--- src/rtl/wpsc_pkg.sv ---
package wpsc_pkg;

  localparam int unsigned SECTOR_LOG2 = 15;
  localparam int unsigned ST_WPEN  = 7;
  localparam int unsigned ST_BP_HI = 3;
  localparam int unsigned ST_BP_LO = 2;
  localparam int unsigned ST_WEL   = 1;
  localparam int unsigned ST_BUSY  = 0;

  typedef enum logic {SR_IDLE = 1'b0, SR_PEND = 1'b1} sr_state_e;

  // Protection decision for the multi-sector variant.
  function automatic logic bp_covers(input logic [1:0] bp,
                                     input int unsigned sec,
                                     input int unsigned nsec);
    logic hit;
    case (bp)
      2'b00:   hit = 1'b0;
      2'b01:   hit = (sec >= nsec - nsec / 4);
      2'b10:   hit = (sec >= nsec - nsec / 2);
      default: hit = 1'b1;
    endcase
    return hit;
  endfunction

  function automatic logic [7:0] pack_status(input logic wpen,
                                             input logic [1:0] bp,
                                             input logic wel,
                                             input logic busy);
    logic [7:0] s;
    s = 8'h00;
    s[ST_WPEN] = wpen;
    s[ST_BP_HI:ST_BP_LO] = bp;
    s[ST_WEL] = wel;
    s[ST_BUSY] = busy;
    return s;
  endfunction

endpackage

--- src/rtl/wpsc_protect_map.sv ---
module wpsc_protect_map #(
  parameter int unsigned SECTOR_COUNT = 4,
  parameter int unsigned ADDR_W = 17
) (
  input  logic [ADDR_W-1:0] addr_i,
  input  logic [1:0]        bp_i,
  output logic              prot_o
);
  import wpsc_pkg::*;

  localparam int unsigned SEC_W = ADDR_W - SECTOR_LOG2;

  logic [SEC_W-1:0] sector;
  assign sector = addr_i[ADDR_W-1:SECTOR_LOG2];

  generate
    if (SECTOR_COUNT >= 4) begin : g_graded
      always_comb prot_o = bp_covers(bp_i, int'(unsigned'(sector)), SECTOR_COUNT);
    end else begin : g_whole
      always_comb prot_o = (bp_i != 2'b00);
    end
  endgenerate

endmodule

--- src/rtl/wpsc_sr_timer.sv ---
module wpsc_sr_timer #(
  parameter int unsigned CYCLES = 16
) (
  input  logic clk,
  input  logic rst_n,
  input  logic start_i,
  output logic busy_o,
  output logic done_o
);
  localparam int unsigned CNT_W = $clog2(CYCLES + 1);
  localparam logic [CNT_W-1:0] LOAD = CNT_W'(CYCLES);
  localparam logic [CNT_W-1:0] ONE  = CNT_W'(1);

  logic [CNT_W-1:0] cnt_q;

  always_ff @(posedge clk or negedge rst_n) begin
    if (!rst_n)              cnt_q <= '0;
    else if (start_i)        cnt_q <= LOAD;
    else if (cnt_q != '0)    cnt_q <= cnt_q - ONE;
  end

  assign busy_o = (cnt_q != '0);
  assign done_o = (cnt_q == ONE);

  AST_TIMER_START_BUSY: assert property (@(posedge clk) disable iff (!rst_n)
    start_i |=> busy_o) else $error("timer did not start");
  AST_TIMER_NO_RESTART: assert property (@(posedge clk) disable iff (!rst_n)
    start_i |-> !busy_o) else $error("timer restarted while busy");

endmodule

--- src/rtl/wpsc_wel.sv ---
module wpsc_wel (
  input  logic clk,
  input  logic rst_n,
  input  logic set_i,
  input  logic clr_i,
  output logic wel_o
);
  always_ff @(posedge clk or negedge rst_n) begin
    if (!rst_n)      wel_o <= 1'b0;
    else if (clr_i)  wel_o <= 1'b0;
    else if (set_i)  wel_o <= 1'b1;
  end

  AST_WEL_CLEAR_WINS: assert property (@(posedge clk) disable iff (!rst_n)
    clr_i |=> !wel_o) else $error("latch survived a clear");
  AST_WEL_SET: assert property (@(posedge clk) disable iff (!rst_n)
    set_i && !clr_i |=> wel_o) else $error("latch not set");

endmodule

--- src/rtl/wp_status_ctrl.sv ---
module wp_status_ctrl #(
  parameter int unsigned SECTOR_COUNT = 4,
  parameter int unsigned SR_CYCLES = 16,
  localparam int unsigned ADDR_W = $clog2(SECTOR_COUNT) + 15
) (
  input  logic              clk,
  input  logic              rst_n,
  input  logic              cs_n,
  input  logic              wp_n,
  input  logic              wren_cmd,
  input  logic              wrdi_cmd,
  input  logic              sr_wr_req,
  input  logic [7:0]        sr_wr_data,
  input  logic              mod_req,
  input  logic [ADDR_W-1:0] mod_addr,
  input  logic              mod_done,
  output logic              mod_grant,
  output logic              mod_deny,
  output logic              sr_grant,
  output logic              sr_deny,
  output logic [7:0]        status_o,
  output logic              busy_o
);
  import wpsc_pkg::*;

  sr_state_e  state_q;
  logic       wpen_q;
  logic [1:0] bp_q;
  logic [7:0] data_q;
  logic       wel;
  logic       busy;
  logic       sec_prot;

  // Named internal events
  logic wp_lock, mod_ok, mod_accept_ev, mod_reject_ev;
  logic sr_accept_ev, sr_reject_ev, cancel_ev, start_ev, commit_ev, wel_clr;

  wpsc_protect_map #(.SECTOR_COUNT(SECTOR_COUNT), .ADDR_W(ADDR_W)) u_map (
    .addr_i(mod_addr), .bp_i(bp_q), .prot_o(sec_prot));

  wpsc_sr_timer #(.CYCLES(SR_CYCLES)) u_timer (
    .clk(clk), .rst_n(rst_n), .start_i(start_ev), .busy_o(busy), .done_o(commit_ev));

  wpsc_wel u_wel (
    .clk(clk), .rst_n(rst_n), .set_i(wren_cmd), .clr_i(wel_clr), .wel_o(wel));

  always_comb begin
    wp_lock       = !wp_n && wpen_q;
    mod_ok        = wel && !busy && (state_q == SR_IDLE) && !sec_prot;
    mod_accept_ev = mod_req && mod_ok;
    mod_reject_ev = mod_req && !mod_ok;
    sr_accept_ev  = sr_wr_req && !cs_n && (state_q == SR_IDLE) && !busy && wel && !wp_lock;
    sr_reject_ev  = sr_wr_req && !sr_accept_ev;
    cancel_ev     = (state_q == SR_PEND) && wp_lock;
    start_ev      = (state_q == SR_PEND) && !wp_lock && cs_n;
    wel_clr       = wrdi_cmd || mod_reject_ev || sr_reject_ev || cancel_ev
                    || commit_ev || mod_done;
  end

  always_ff @(posedge clk or negedge rst_n) begin
    if (!rst_n) begin
      state_q <= SR_IDLE;
      data_q  <= 8'h00;
    end else if (sr_accept_ev) begin
      state_q <= SR_PEND;
      data_q  <= sr_wr_data;
    end else if (cancel_ev || start_ev) begin
      state_q <= SR_IDLE;
    end
  end

  always_ff @(posedge clk or negedge rst_n) begin
    if (!rst_n) begin
      wpen_q <= 1'b0;
      bp_q   <= 2'b00;
    end else if (commit_ev) begin
      wpen_q <= data_q[ST_WPEN];
      bp_q   <= data_q[ST_BP_HI:ST_BP_LO];
    end
  end

  always_ff @(posedge clk or negedge rst_n) begin
    if (!rst_n) begin
      mod_grant <= 1'b0;
      mod_deny  <= 1'b0;
      sr_grant  <= 1'b0;
      sr_deny   <= 1'b0;
    end else begin
      mod_grant <= mod_accept_ev;
      mod_deny  <= mod_reject_ev;
      sr_grant  <= start_ev;
      sr_deny   <= sr_reject_ev || cancel_ev;
    end
  end

  assign status_o = pack_status(wpen_q, bp_q, wel, busy);
  assign busy_o   = busy;

  AST_MOD_NEEDS_WEL: assert property (@(posedge clk) disable iff (!rst_n)
    mod_req && !status_o[ST_WEL] |=> mod_deny) else $error("grant without latch");
  AST_BUSY_BLOCKS_MOD: assert property (@(posedge clk) disable iff (!rst_n)
    mod_req && busy_o |=> mod_deny) else $error("grant while busy");
  AST_PROT_BLOCKS_MOD: assert property (@(posedge clk) disable iff (!rst_n)
    mod_req && sec_prot |=> mod_deny) else $error("protected sector granted");
  AST_WP_LOCKS_SR: assert property (@(posedge clk) disable iff (!rst_n)
    sr_wr_req && !wp_n && status_o[ST_WPEN] |=> sr_deny) else $error("locked status write passed");
  AST_CANCEL_NO_START: assert property (@(posedge clk) disable iff (!rst_n)
    (state_q == SR_PEND) && !wp_n && status_o[ST_WPEN] |=> sr_deny && !busy_o) else $error("cancel failed");
  AST_STATUS_HOLD: assert property (@(posedge clk) disable iff (!rst_n)
    !commit_ev |=> $stable(status_o[7:2])) else $error("status changed without commit");
  AST_COMMIT_CLEARS_WEL: assert property (@(posedge clk) disable iff (!rst_n)
    commit_ev |=> !status_o[ST_WEL]) else $error("latch kept after commit");
  AST_DENY_CLEARS_WEL: assert property (@(posedge clk) disable iff (!rst_n)
    mod_deny |-> !status_o[ST_WEL]) else $error("latch kept after deny");
  AST_ONE_ANSWER: assert property (@(posedge clk) disable iff (!rst_n)
    !(mod_grant && mod_deny)) else $error("both answers raised");

endmodule

--- config.mk ---
export PLATFORM = sky130hd
export DESIGN_NAME = wp_status_ctrl
export DESIGN_NICKNAME = d
export VERILOG_FILES = /design/src/rtl/wpsc_pkg.sv /design/src/rtl/wpsc_protect_map.sv /design/src/rtl/wpsc_sr_timer.sv /design/src/rtl/wpsc_wel.sv /design/src/rtl/wp_status_ctrl.sv
export SDC_FILE = /design/constraint.sdc
export NUM_CORES = 1
export LEC_CHECK = 0
export BUFFER_PORTS_ARGS = -buffer_cell sky130_fd_sc_hd__buf_2
export CORE_MARGIN = 5
export CORE_UTILIZATION = 26
export DETAILED_ROUTE_END_ITERATION = 12
export REMOVE_ABC_BUFFERS = 1
export SLEW_MARGIN = 20
export SYNTH_ARGS = -nofsm -noshare
export SYNTH_HDL_FRONTEND = slang
export SYNTH_SLANG_ARGS = --single-unit
--- constraint.sdc ---
create_clock -name clk -period 6.2 [get_ports clk]
set_input_delay 0.62 -clock clk [delete_from_list [all_inputs] [get_ports clk]]
set_output_delay 0.62 -clock clk [all_outputs]
set_load 0.03 [all_outputs]
### Yosys cells after proc, flatten, opt, wreduce, memory -nomap -nowiden

Cells that the tools add are included.

| operators by class | value |
|---|---|
| $lt $le $gt $ge | 2 |
| reduce and logical (&&, ||, !) cells | 34 |
| equal/unequal tests | 3 |
| bitwise gates (word level) | 1 |
| mux-type cells | 7 |
| add/sub/neg operators | 1 |

Operator list:

| operator | number |
|---|---|
| 1-bit logical AND | 15 |
| 5-bit 2-to-1 mux | 2 |
| 1-bit zero test | 7 |
| 1-bit logical OR | 7 |
| 2-bit nonzero test | 3 |
| 5-bit by 1-bit equality test with 1-bit output (second input constant) | 1 |
| 5-bit nonzero test | 1 |
| 5-bit by 1-bit subtractor with 5-bit output (second input constant) | 1 |
| 2-bit greater-or-equal comparator (second input constant) | 2 |
| 1-bit 2-to-1 mux | 4 |
| 1-bit one-hot mux with 3 select lines | 1 |
| 2-bit by 1-bit equality test with 1-bit output (second input constant) | 1 |
| 2-bit equality test (second input constant) | 1 |
| 2-bit zero test | 1 |
| 1-bit inverter | 1 |

| storage, ports and cells | value |
|---|---|
| word-level logic and storage cells | 58 |
| register bits | 22 |
| input bits | 34 |

### Depth between registers and ports, before layout

Gate-level depths: netlist of the first run.

| depth | value |
|---|---|
| depth in word-level cells | 13 |
| gate-level depth with buffers | 7 |
| mapped depth without buffers | 6 |

### Cells and area by module

A second synthesis of the first run with hierarchy kept.

| unflattened totals | value |
|---|---|
| cells, all modules | 71 |
| area, all modules | 828.3 um^2 |

By module, submodules not included:

| module | cells an instance | instances | area an instance (um^2) | seq. area each (um^2) |
|---|---|---|---|---|
| wp_status_ctrl | 39 | 1 | 499.2 | 275.3 |
| wpsc_sr_timer | 27 | 1 | 280.3 | 125.1 |
| wpsc_wel | 2 | 1 | 35.0 | 25.0 |
| wpsc_protect_map | 3 | 1 | 13.8 | 0.0 |

### Least setup slack after synthesis of the first run

No wires, ideal clock.

| timing path | value |
|---|---|
| kind | register -> register |
| start point | reg u_timer.cnt_q[0] |
| end point | reg data_q[2] |
| path buffers | 1 |
| cell stages (with the launch flop) | 8 |
| required time | 6.075 ns |
| path slack | 4.147 ns |
| data arrival time | 1.929 ns |
| cell sequence | dfrtp_1 inv_1 ha_1 or4b_1 buf_6 nor3b_4 nand3_1 mux2_2 |

| on the way | value |
|---|---|
| longest elaborated chain between the ends | 5 |

RTL lines:

| item | RTL line | source |
|---|---|---|
| start, declared | wpsc_sr_timer.sv:14 | `logic [CNT_W-1:0] cnt_q;` |
| start signal, assigned | wpsc_sr_timer.sv:19 | `else if (cnt_q != '0) cnt_q <= cnt_q - ONE;` |
| 5-bit nonzero test | wpsc_sr_timer.sv:22 | `assign busy_o = (cnt_q != '0);` |
| named net busy_o | wp_status_ctrl.sv:22 | `output logic busy_o` |
| 1-bit zero test | wp_status_ctrl.sv:52 | `sr_accept_ev = sr_wr_req && !cs_n && (state_q == SR_IDLE) && !busy && wel && !wp_lock;` |
| 1-bit logical AND (3 in a row) | wp_status_ctrl.sv:52 |  |
| end signal, assigned | wp_status_ctrl.sv:66 | `data_q <= sr_wr_data;` |
| end, declared | wp_status_ctrl.sv:29 | `logic [7:0] data_q;` |

The timed path passes the listed nets, and every way through them passes these cells.
A chain may end at the register's enable or synchronous reset.

### Worst setup path after layout of the first run

| timing path | value |
|---|---|
| start point | reg u_timer.cnt_q[0] |
| end point | out status_o[0] |

| on the way | value |
|---|---|
| longest elaborated chain between the ends | 1 |

RTL lines:

| item | RTL line | source |
|---|---|---|
| 5-bit nonzero test | wpsc_sr_timer.sv:22 |  |
| end, declared | wp_status_ctrl.sv:21 | `output logic [7:0] status_o,` |

No other way between the ends.

==> load_flow_metrics.sql, run 1 <==
INSERT INTO impl_metrics (metric_group, metric, value, unit) VALUES
('outcome', 'outcome', 'complete, no violations', ''),
('die', 'starting_utilization_of_the_core_area', '26.9', '%'),
('critical_path', 'critical_path_maximum_fanout', '7', ''),
('critical_path', 'longest_individual_stage_delay_on_the_worst_path', '0.62', 'ns'),
('critical_path', 'end_kind', 'output port', ''),
('critical_path', 'critical_path_required', '5.58', 'ns'),
('cells_and_area', 'fin_nets', '134', ''),
('power_and_ir_drop', 'power.density', '344', 'mW/mm²'),
('sta', 'worst-slew-pin-transition', '0.943', 'ns'),
('placement', 'final_gp_congestion', '0.719', ''),
('detailed_routing', 'post-route-drc-count', '0', ''),
('die', 'core_area', '0.00303', 'mm²'),
('cts', 'cts.sink_count', '17', ''),
('placement', 'placement.io_buffers', '23', ''),
('die', 'dieWidth', '65.9', 'µm'),
('cts', 'cts_root_buffer', 'sky130_fd_sc_hd__clkbuf_4', ''),
('cells_and_area', 'ant_diodes', '0', ''),
('die', 'die_area', '0.00435', 'mm²'),
('sta', 'setup_total_negative_slack', '0', 'ns'),
('critical_path', 'data_arrival_time_of_the_worst_path', '1.88', 'ns'),
('synth', 'synthFlopType', 'sky130_fd_sc_hd__dfrtp_1', ''),
('cells_and_area', 'area_growth', '18.3', '%'),
('synth', 'synth-edff-count', '0', ''),
('sta', 'setup-violations-final', '0', ''),
('synth', 'synth_warnings', '0', ''),
('cts', 'cts-buffers-inserted', '3', ''),
('global_route', 'grt_start_max_net_pins', '18', ''),
('sta', 'fin_crit_sh', '40.3', '%'),
('critical_path', 'cp_num_cells', '4', ''),
('cts', 'cts-htree-levels', '1', ''),
('critical_path', 'start_kind', 'flop', ''),
('detailed_routing', 'dr_total_vias', '602', ''),
('global_route', 'grt_pass1_vias', '592', ''),
('cts', 'postCtsSetupRepairBufs', '0', ''),
('synth', 'synth.yosys.seq_area_share', '52.3', '%'),
('sta', 'finalWorstPathRequiredPeriod', '2.50', 'ns'),
('worst_hold_path', 'hold_crit_class', 'in2async', ''),
('placement', 'hpwlAfterDp', '1250', 'µm'),
('cts', 'clock_latency', '0.29', 'ns'),
('power_and_ir_drop', 'max-vdd-ir-drop', '85.8', 'µV'),
('sta', 'achievable-frequency', '401', 'MHz'),
('cts', 'tritoncts', 'yes', ''),
('detailed_routing', 'vias_per_cell', '4.30', ''),
('run', 'max_cap_viol_count', '0', ''),
('global_route', 'grtUsageTotal', '7.97', '%'),
('synth', 'ys_seq_elements', '17', ''),
('sta', 'slew_limit_headroom', '36.3', '%'),
('global_route', 'globalRouteOverflowTotal', '0', ''),
('die', 'placementRows', '20', ''),
('synth', 'synthesized_instance_count', '74', ''),
('sta', 'slew_violations', '0', ''),
('synth', 'synthesis.area', '813', 'µm²'),
('critical_path', 'critical-path-top-delay-family', 'simple AND/OR/NAND/NOR gates', ''),
('detailed_routing', 'finalWirelength', '1600', 'µm'),
('synth', 'synth_cell_type_count', '25', ''),
('die', 'i_o_pin_count', '47', ''),
('critical_path', 'worst_path_max_delay_cell', 'sky130_fd_sc_hd__or4b_1', ''),
('synth', 'synth_async_sr_flop_share', '100', '%'),
('critical_path', 'category_of_the_most_critical_setup_path', 'reg2out', ''),
('cts', 'cts_buffer_depth', '2', ''),
('detailed_routing', 'drt_iter0_markers', '16', ''),
('global_route', 'initial_antenna_violation_count', '0', ''),
('detailed_routing', 'routed_len_inst', '11.4', 'µm'),
('power_and_ir_drop', 'total_leakage_power', '0.504', 'nW'),
('detailed_routing', 'drt_pre_antenna_iters', '4', ''),
('sta', 'rsz0062_at_grt', 'false', ''),
('synth', 'synth.avg_cell_area', '11.0', 'µm²'),
('cells_and_area', 'post-route-util', '31.8', '%'),
('detailed_routing', 'antenna_violating_nets_post_route', '0', ''),
('cells_and_area', 'layout-drive-gt1-share', '36.5', '%'),
('sta', 'clock-skew-final', '0.00722', 'ns'),
('cts', 'postCtsResizedCells', '0', ''),
('die', 'floorplan.die.height', '65.9', 'µm'),
('sta', 'hold_viol_final', '0', ''),
('critical_path', 'list_of_cells_traversed_by_the_critical_path', 'inv_1, ha_1, or4b_1, buf_2', ''),
('cts', 'cts_hold_buf', '0', ''),
('global_route', 'grt_first_pass_wirelength', '2580', 'µm'),
('critical_path', 'worst_r2r_path_depth', '6', ''),
('critical_path', 'worstPathBufferInverterCount', '2', ''),
('cts', 'worst_setup_hold_path_clk_slew', '0.10', 'ns');
## cells by family (layout without fill, tap and decap cells)
family,Yosys count,after routing,share of synthesized area (%)
simple gates,27,27,17.7
xor+xnor,2,2,2.15
mux,6,6,8.31
flops,17,17,52.3
buf+inv,10,30,8.31
fa+ha+maj,3,3,4.62
compound gates,8,8,6.15
other cells,1,3,0.461
## stage by stage
| step | hold WS, ns | area (µm²) | worst slack, ns | total power [mW] | cells |
|---|---|---|---|---|---|
| after floorplan | 0.324 | 764 | 3.84 | 0.241 | 69 |
| after global placement | 0.481 | 935 | 3.97 | 0.268 | 136 |
| after detailed placement | 0.488 | 935 | 3.92 | 0.273 | 136 |
| after CTS | 0.239 | 962 | 3.69 | 0.336 | 140 |
| after global routing | 0.245 | 962 | 3.62 | 0.360 | 140 |
| final | 0.229 | 962 | 3.70 | 0.331 | 140 |
## Yosys cell counts (2+ instances only)
cell type                 count  area share (%)
sky130_fd_sc_hd__nor2_1       9             4.2
sky130_fd_sc_hd__buf_4        6             5.5
sky130_fd_sc_hd__nand2_1      7             3.2
sky130_fd_sc_hd__a21oi_1      3             1.8
sky130_fd_sc_hd__mux2_2       6             8.3
sky130_fd_sc_hd__dfrtp_1     17              52
sky130_fd_sc_hd__nand3_1      2             1.2
sky130_fd_sc_hd__ha_1         3             4.6
sky130_fd_sc_hd__nor3_1       2             1.2
sky130_fd_sc_hd__nor2b_1      2             1.5
sky130_fd_sc_hd__inv_1        3             1.4
## final cells by class
class | instances | area, µm²
Clock inverter | 1 | 5.00
Timing Repair Buffer | 23 | 115
Sequential cell | 17 | 425
Tap cell | 44 | 55.1
Inverter | 3 | 11.3
Multi-Input combinational cell | 49 | 328
Fill cell | 337 | 2070
Clock buffer | 3 | 22.5
## cell usage in the layout (no fill, tap or decap), drive strengths merged, types with 2 or more instances in the layout
cell type / Yosys / routed
buf: 7 / 23
nor2: 9 / 9
clkbuf: 0 / 3
nor3: 2 / 2
conb: 1 / 3
ha: 3 / 3
a21oi: 3 / 3
inv: 3 / 3
dfrtp: 17 / 17
mux2: 6 / 6
nand3: 2 / 2
nor2b: 2 / 2
nand2: 7 / 7
## layer usage
| metal | vias up | global-route usage (%) | share of wire (%) |
|---|---|---|---|
| met1 | 292 | 7.94 | 39 |
| li1 | 284 | - | - |
| met2 | 22 | 14.5 | 51 |
| met3 | 4 | 1.87 | 6.9 |
| met4 | 0 | 5.33 | 2.8 |
| met5 | - | 0 | 0 |
## flip-flops by register name, indices dropped and copies added (netlist names)
signal         flops
sr_grant           1
state_q            1
sr_deny            1
bp_q               2
wpen_q             1
u_timer.cnt_q      5
data_q             3
u_wel.wel_o        1
mod_grant          1
mod_deny           1
## worst paths after layout
kind | start | end | slack [ns]
min | rst_n | data_q[7] | 0.23
min reg2reg | data_q[3] | data_q[3] | 0.51
max reg2reg | u_timer.cnt_q[0] | data_q[2] | 3.93
max | u_timer.cnt_q[0] | status_o[0] | 3.70
min in group clk | data_q[3] | data_q[3] | 0.51
max in group asynchronous | rst_n | u_timer.cnt_q[4] | 5.69
## power by group
part	leakage (nW)	total, mW	switching [mW]	internal [mW]
combinational	0.264	0.115	0.0662	0.0489
sequential	0.222	0.156	0.0221	0.134
clock	0.0177	0.0599	0.0359	0.0240
(Power assumes the default switching activity.)
==> run 2: changes to the inputs <==
==> constraint.sdc (replaced) <==
create_clock -name clk -period 2.5 [get_ports clk]
set_input_delay 0.25 -clock clk [delete_from_list [all_inputs] [get_ports clk]]
set_output_delay 0.25 -clock clk [all_outputs]
set_load 0.03 [all_outputs]
==> run 2 against run 1 <==
Combinational power increased to 2.6 times the previous value. Sequential cell count unchanged. Global-route usage up 0.56 points. Power rose to 2.5 times the previous value. Clock power grew to 2.5 times the previous value. Core utilization increased by 0.83 points. Routed wire length up 1.6%. Design area rose by 2.6%. Final cell count rose by 2.1%. Clock skew increased by 0.0024 ns. Register-to-register slack worse by 3.6 ns. Critical path type is now reg2reg.
==> load_flow_metrics.sql, run 2 (synthesis results as in run 1) <==
INSERT INTO impl_metrics (metric_group, metric, value, unit) VALUES
('outcome', 'outcome', 'complete, no violations', ''),
('worst_hold_path', 'min_delay_worst_endpoint', 'mod_grant', ''),
('worst_hold_path', 'min_delay_path_depth', '3', ''),
('critical_path', 'data_arrival_time_of_the_worst_path', '2.37', 'ns'),
('cells_and_area', 'post-route-util', '32.6', '%'),
('critical_path', 'category_of_the_most_critical_setup_path', 'reg2reg', ''),
('cts', 'worst_setup_hold_path_clk_slew', '0.10', 'ns'),
('cts', 'cts_buffer_depth', '2', ''),
('cts', 'postCtsResizedCells', '0', ''),
('critical_path', 'longest_individual_stage_delay_on_the_worst_path', '0.53', 'ns'),
('cts', 'cts.sink_count', '17', ''),
('critical_path', 'reg2reg_to', 'data_q[2]', ''),
('worst_hold_path', 'hold_crit_class', 'in2reg', ''),
('sta', 'post_layout_worst_setup_margin', '0.326', 'ns'),
('global_route', 'initial_antenna_violation_count', '0', ''),
('detailed_routing', 'routed_len_inst', '11.3', 'µm'),
('critical_path', 'worst_path_max_delay_cell', 'sky130_fd_sc_hd__or4b_1', ''),
('detailed_routing', 'post-route-drc-count', '0', ''),
('run', 'max_cap_viol_count', '0', ''),
('placement', 'hpwlAfterDp', '1250', 'µm'),
('cells_and_area', 'fillCellCount', '325', ''),
('sta', 'slew_violations', '0', ''),
('cells_and_area', 'layout-drive-gt1-share', '37.4', '%'),
('cells_and_area', 'largest_register_ffs', '5', ''),
('cts', 'tritoncts', 'yes', ''),
('die', 'die_area', '0.00435', 'mm²'),
('global_route', 'grt_pass1_vias', '653', ''),
('sta', 'fin_crit_sh', '87.0', '%'),
('placement', 'dpl-instance-area', '950', 'µm²'),
('cells_and_area', 'finalInstanceArea', '987', 'µm²'),
('cts', 'cts-htree-levels', '1', ''),
('detailed_routing', 'dr_total_vias', '594', ''),
('cells_and_area', 'final_cell_mix', 'sky130_fd_sc_hd__buf_2 (23), sky130_fd_sc_hd__dfrtp_1 (17), sky130_fd_sc_hd__nor2_1 (9), sky130_fd_sc_hd__nand2_1 (7), sky130_fd_sc_hd__mux2_2 (6)', ''),
('placement', 'final_gp_congestion', '0.728', ''),
('cts', 'clock_latency', '0.30', 'ns'),
('cts', 'cts-buffers-inserted', '3', ''),
('sta', 'clock-skew-final', '0.00965', 'ns'),
('die', 'starting_utilization_of_the_core_area', '26.9', '%'),
('global_route', 'globalRouteOverflowTotal', '0', ''),
('cts', 'cts_root_buffer', 'sky130_fd_sc_hd__clkbuf_4', ''),
('power_and_ir_drop', 'total_leakage_power', '0.518', 'nW'),
('detailed_routing', 'vias_per_cell', '4.15', ''),
('sta', 'hold_viol_final', '0', ''),
('detailed_routing', 'drt_iter0_markers', '5', ''),
('die', 'core_area', '0.00303', 'mm²'),
('cells_and_area', 'final_common_cell', 'sky130_fd_sc_hd__buf_2', ''),
('critical_path', 'critical_path_maximum_fanout', '4', ''),
('cells_and_area', 'ff_latch_area', '425', 'µm²'),
('die', 'placementRows', '20', ''),
('global_route', 'grt_first_pass_wirelength', '2770', 'µm'),
('global_route', 'grtUsageTotal', '8.53', '%'),
('critical_path', 'r2r_slack', '0.33', 'ns'),
('detailed_routing', 'finalWirelength', '1620', 'µm'),
('critical_path', 'end_kind', 'flop', ''),
('critical_path', 'reg2reg_from', 'u_timer.cnt_q[0]', ''),
('power_and_ir_drop', 'power.density', '843', 'mW/mm²'),
('worst_hold_path', 'timing.hold.worst.start', 'mod_req', ''),
('cells_and_area', 'area_growth', '21.4', '%'),
('global_route', 'grt_start_max_net_pins', '18', ''),
('cells_and_area', 'multi_input_logic_area', '328', 'µm²'),
('detailed_routing', 'drt_pre_antenna_iters', '4', ''),
('sta', 'setup_total_negative_slack', '0', 'ns'),
('cells_and_area', 'top_regs', 'u_timer.cnt_q x5, data_q x3, bp_q x2', ''),
('power_and_ir_drop', 'max-vdd-ir-drop', '238', 'µV'),
('cells_and_area', 'registers.top_by_ff_count', 'u_timer.cnt_q', ''),
('detailed_routing', 'antenna_violating_nets_post_route', '0', ''),
('sta', 'rsz0062_at_grt', 'false', ''),
('sta', 'finalWorstPathRequiredPeriod', '2.17', 'ns'),
('sta', 'setup-violations-final', '0', ''),
('critical_path', 'start_kind', 'flop', ''),
('critical_path', 'list_of_cells_traversed_by_the_critical_path', 'inv_1, ha_1, or4b_1, nor3b_4, nand3_1, mux2_2', ''),
('sta', 'achievable-frequency', '460', 'MHz'),
('cells_and_area', 'fin_nets', '137', ''),
('die', 'floorplan.die.height', '65.9', 'µm'),
('placement', 'placement.io_buffers', '23', ''),
('die', 'i_o_pin_count', '47', ''),
('cells_and_area', 'ant_diodes', '0', ''),
('critical_path', 'worst_r2r_path_depth', '6', ''),
('placement', 'dpl_worst_slack', '0.326', 'ns'),
('critical_path', 'critical_path_required', '2.70', 'ns'),
('die', 'dieWidth', '65.9', 'µm');
run 2: changes by cell type in the layout (fill, tap and decap cells not counted):
cell,before,now
sky130_fd_sc_hd__dlygate4sd3_1,0,1
sky130_fd_sc_hd__buf_4,0,2
run 2: repair_timing:
| action | in CTS | in global routing |
|---|---|---|
| endpoints found under the hold margin | 17 | 0 |
| hold buffers | 1 | 0 |
| endpoints found under the setup margin | 0 | 0 |
| setup buffers | 0 | 0 |
run 2: metal layers:
metal | GRT usage [%] | up-vias | share of wire, %
met1 | 8.03 | 278 | 38
met3 | 2.21 | 5 | 7.5
met4 | 6.85 | 0 | 3.6
met2 | 15.4 | 19 | 51
li1 | - | 292 | -
met5 | 0 | - | 0
run 2: critical path, delay by kind of cell, from the launching register on:
kind          cells  cell delay (ns)
buf+inv           1             0.10
simple gates      3             1.03
mux               1             0.33
flops             1             0.43
fa+ha+maj         1             0.19
run 2: how the worst max path moves through the flow:
stage                                start   endpoint  depth (start not counted)
after floorplan           u_timer.cnt_q[0]  data_q[2]                          6
after global placement    u_timer.cnt_q[0]  data_q[3]                          6
after detailed placement  u_timer.cnt_q[0]  data_q[2]                          6
after CTS                 u_timer.cnt_q[0]     busy_o                          5
after global routing      u_timer.cnt_q[0]  data_q[2]                          6
final                     u_timer.cnt_q[0]  data_q[2]                          6
run 2: area by class of cell:
class / count / area share [%]
Inverter: 3 / 1.14
Sequential cell: 17 / 43.1
Clock inverter: 1 / 0.507
Clock buffer: 3 / 2.28
Tap cell: 44 / 5.58
Multi-Input combinational cell: 49 / 33.2
Timing Repair Buffer: 26 / 14.2
run 2: where the power goes:
group / total, mW / switching [mW] / internal, mW
sequential: 0.389 / 0.0563 / 0.332
combinational: 0.294 / 0.163 / 0.131
clock: 0.150 / 0.0900 / 0.0597
run 2: metrics by stage:
| step | hold WS, ns | total power [mW] | instances |
|---|---|---|---|
| after floorplan | -0.0456 | 0.597 | 69 |
| after global placement | 0.185 | 0.677 | 138 |
| after detailed placement | 0.197 | 0.688 | 138 |
| after CTS | 0.166 | 0.843 | 143 |
| after global routing | 0.166 | 0.906 | 143 |
| final | 0.172 | 0.832 | 143 |
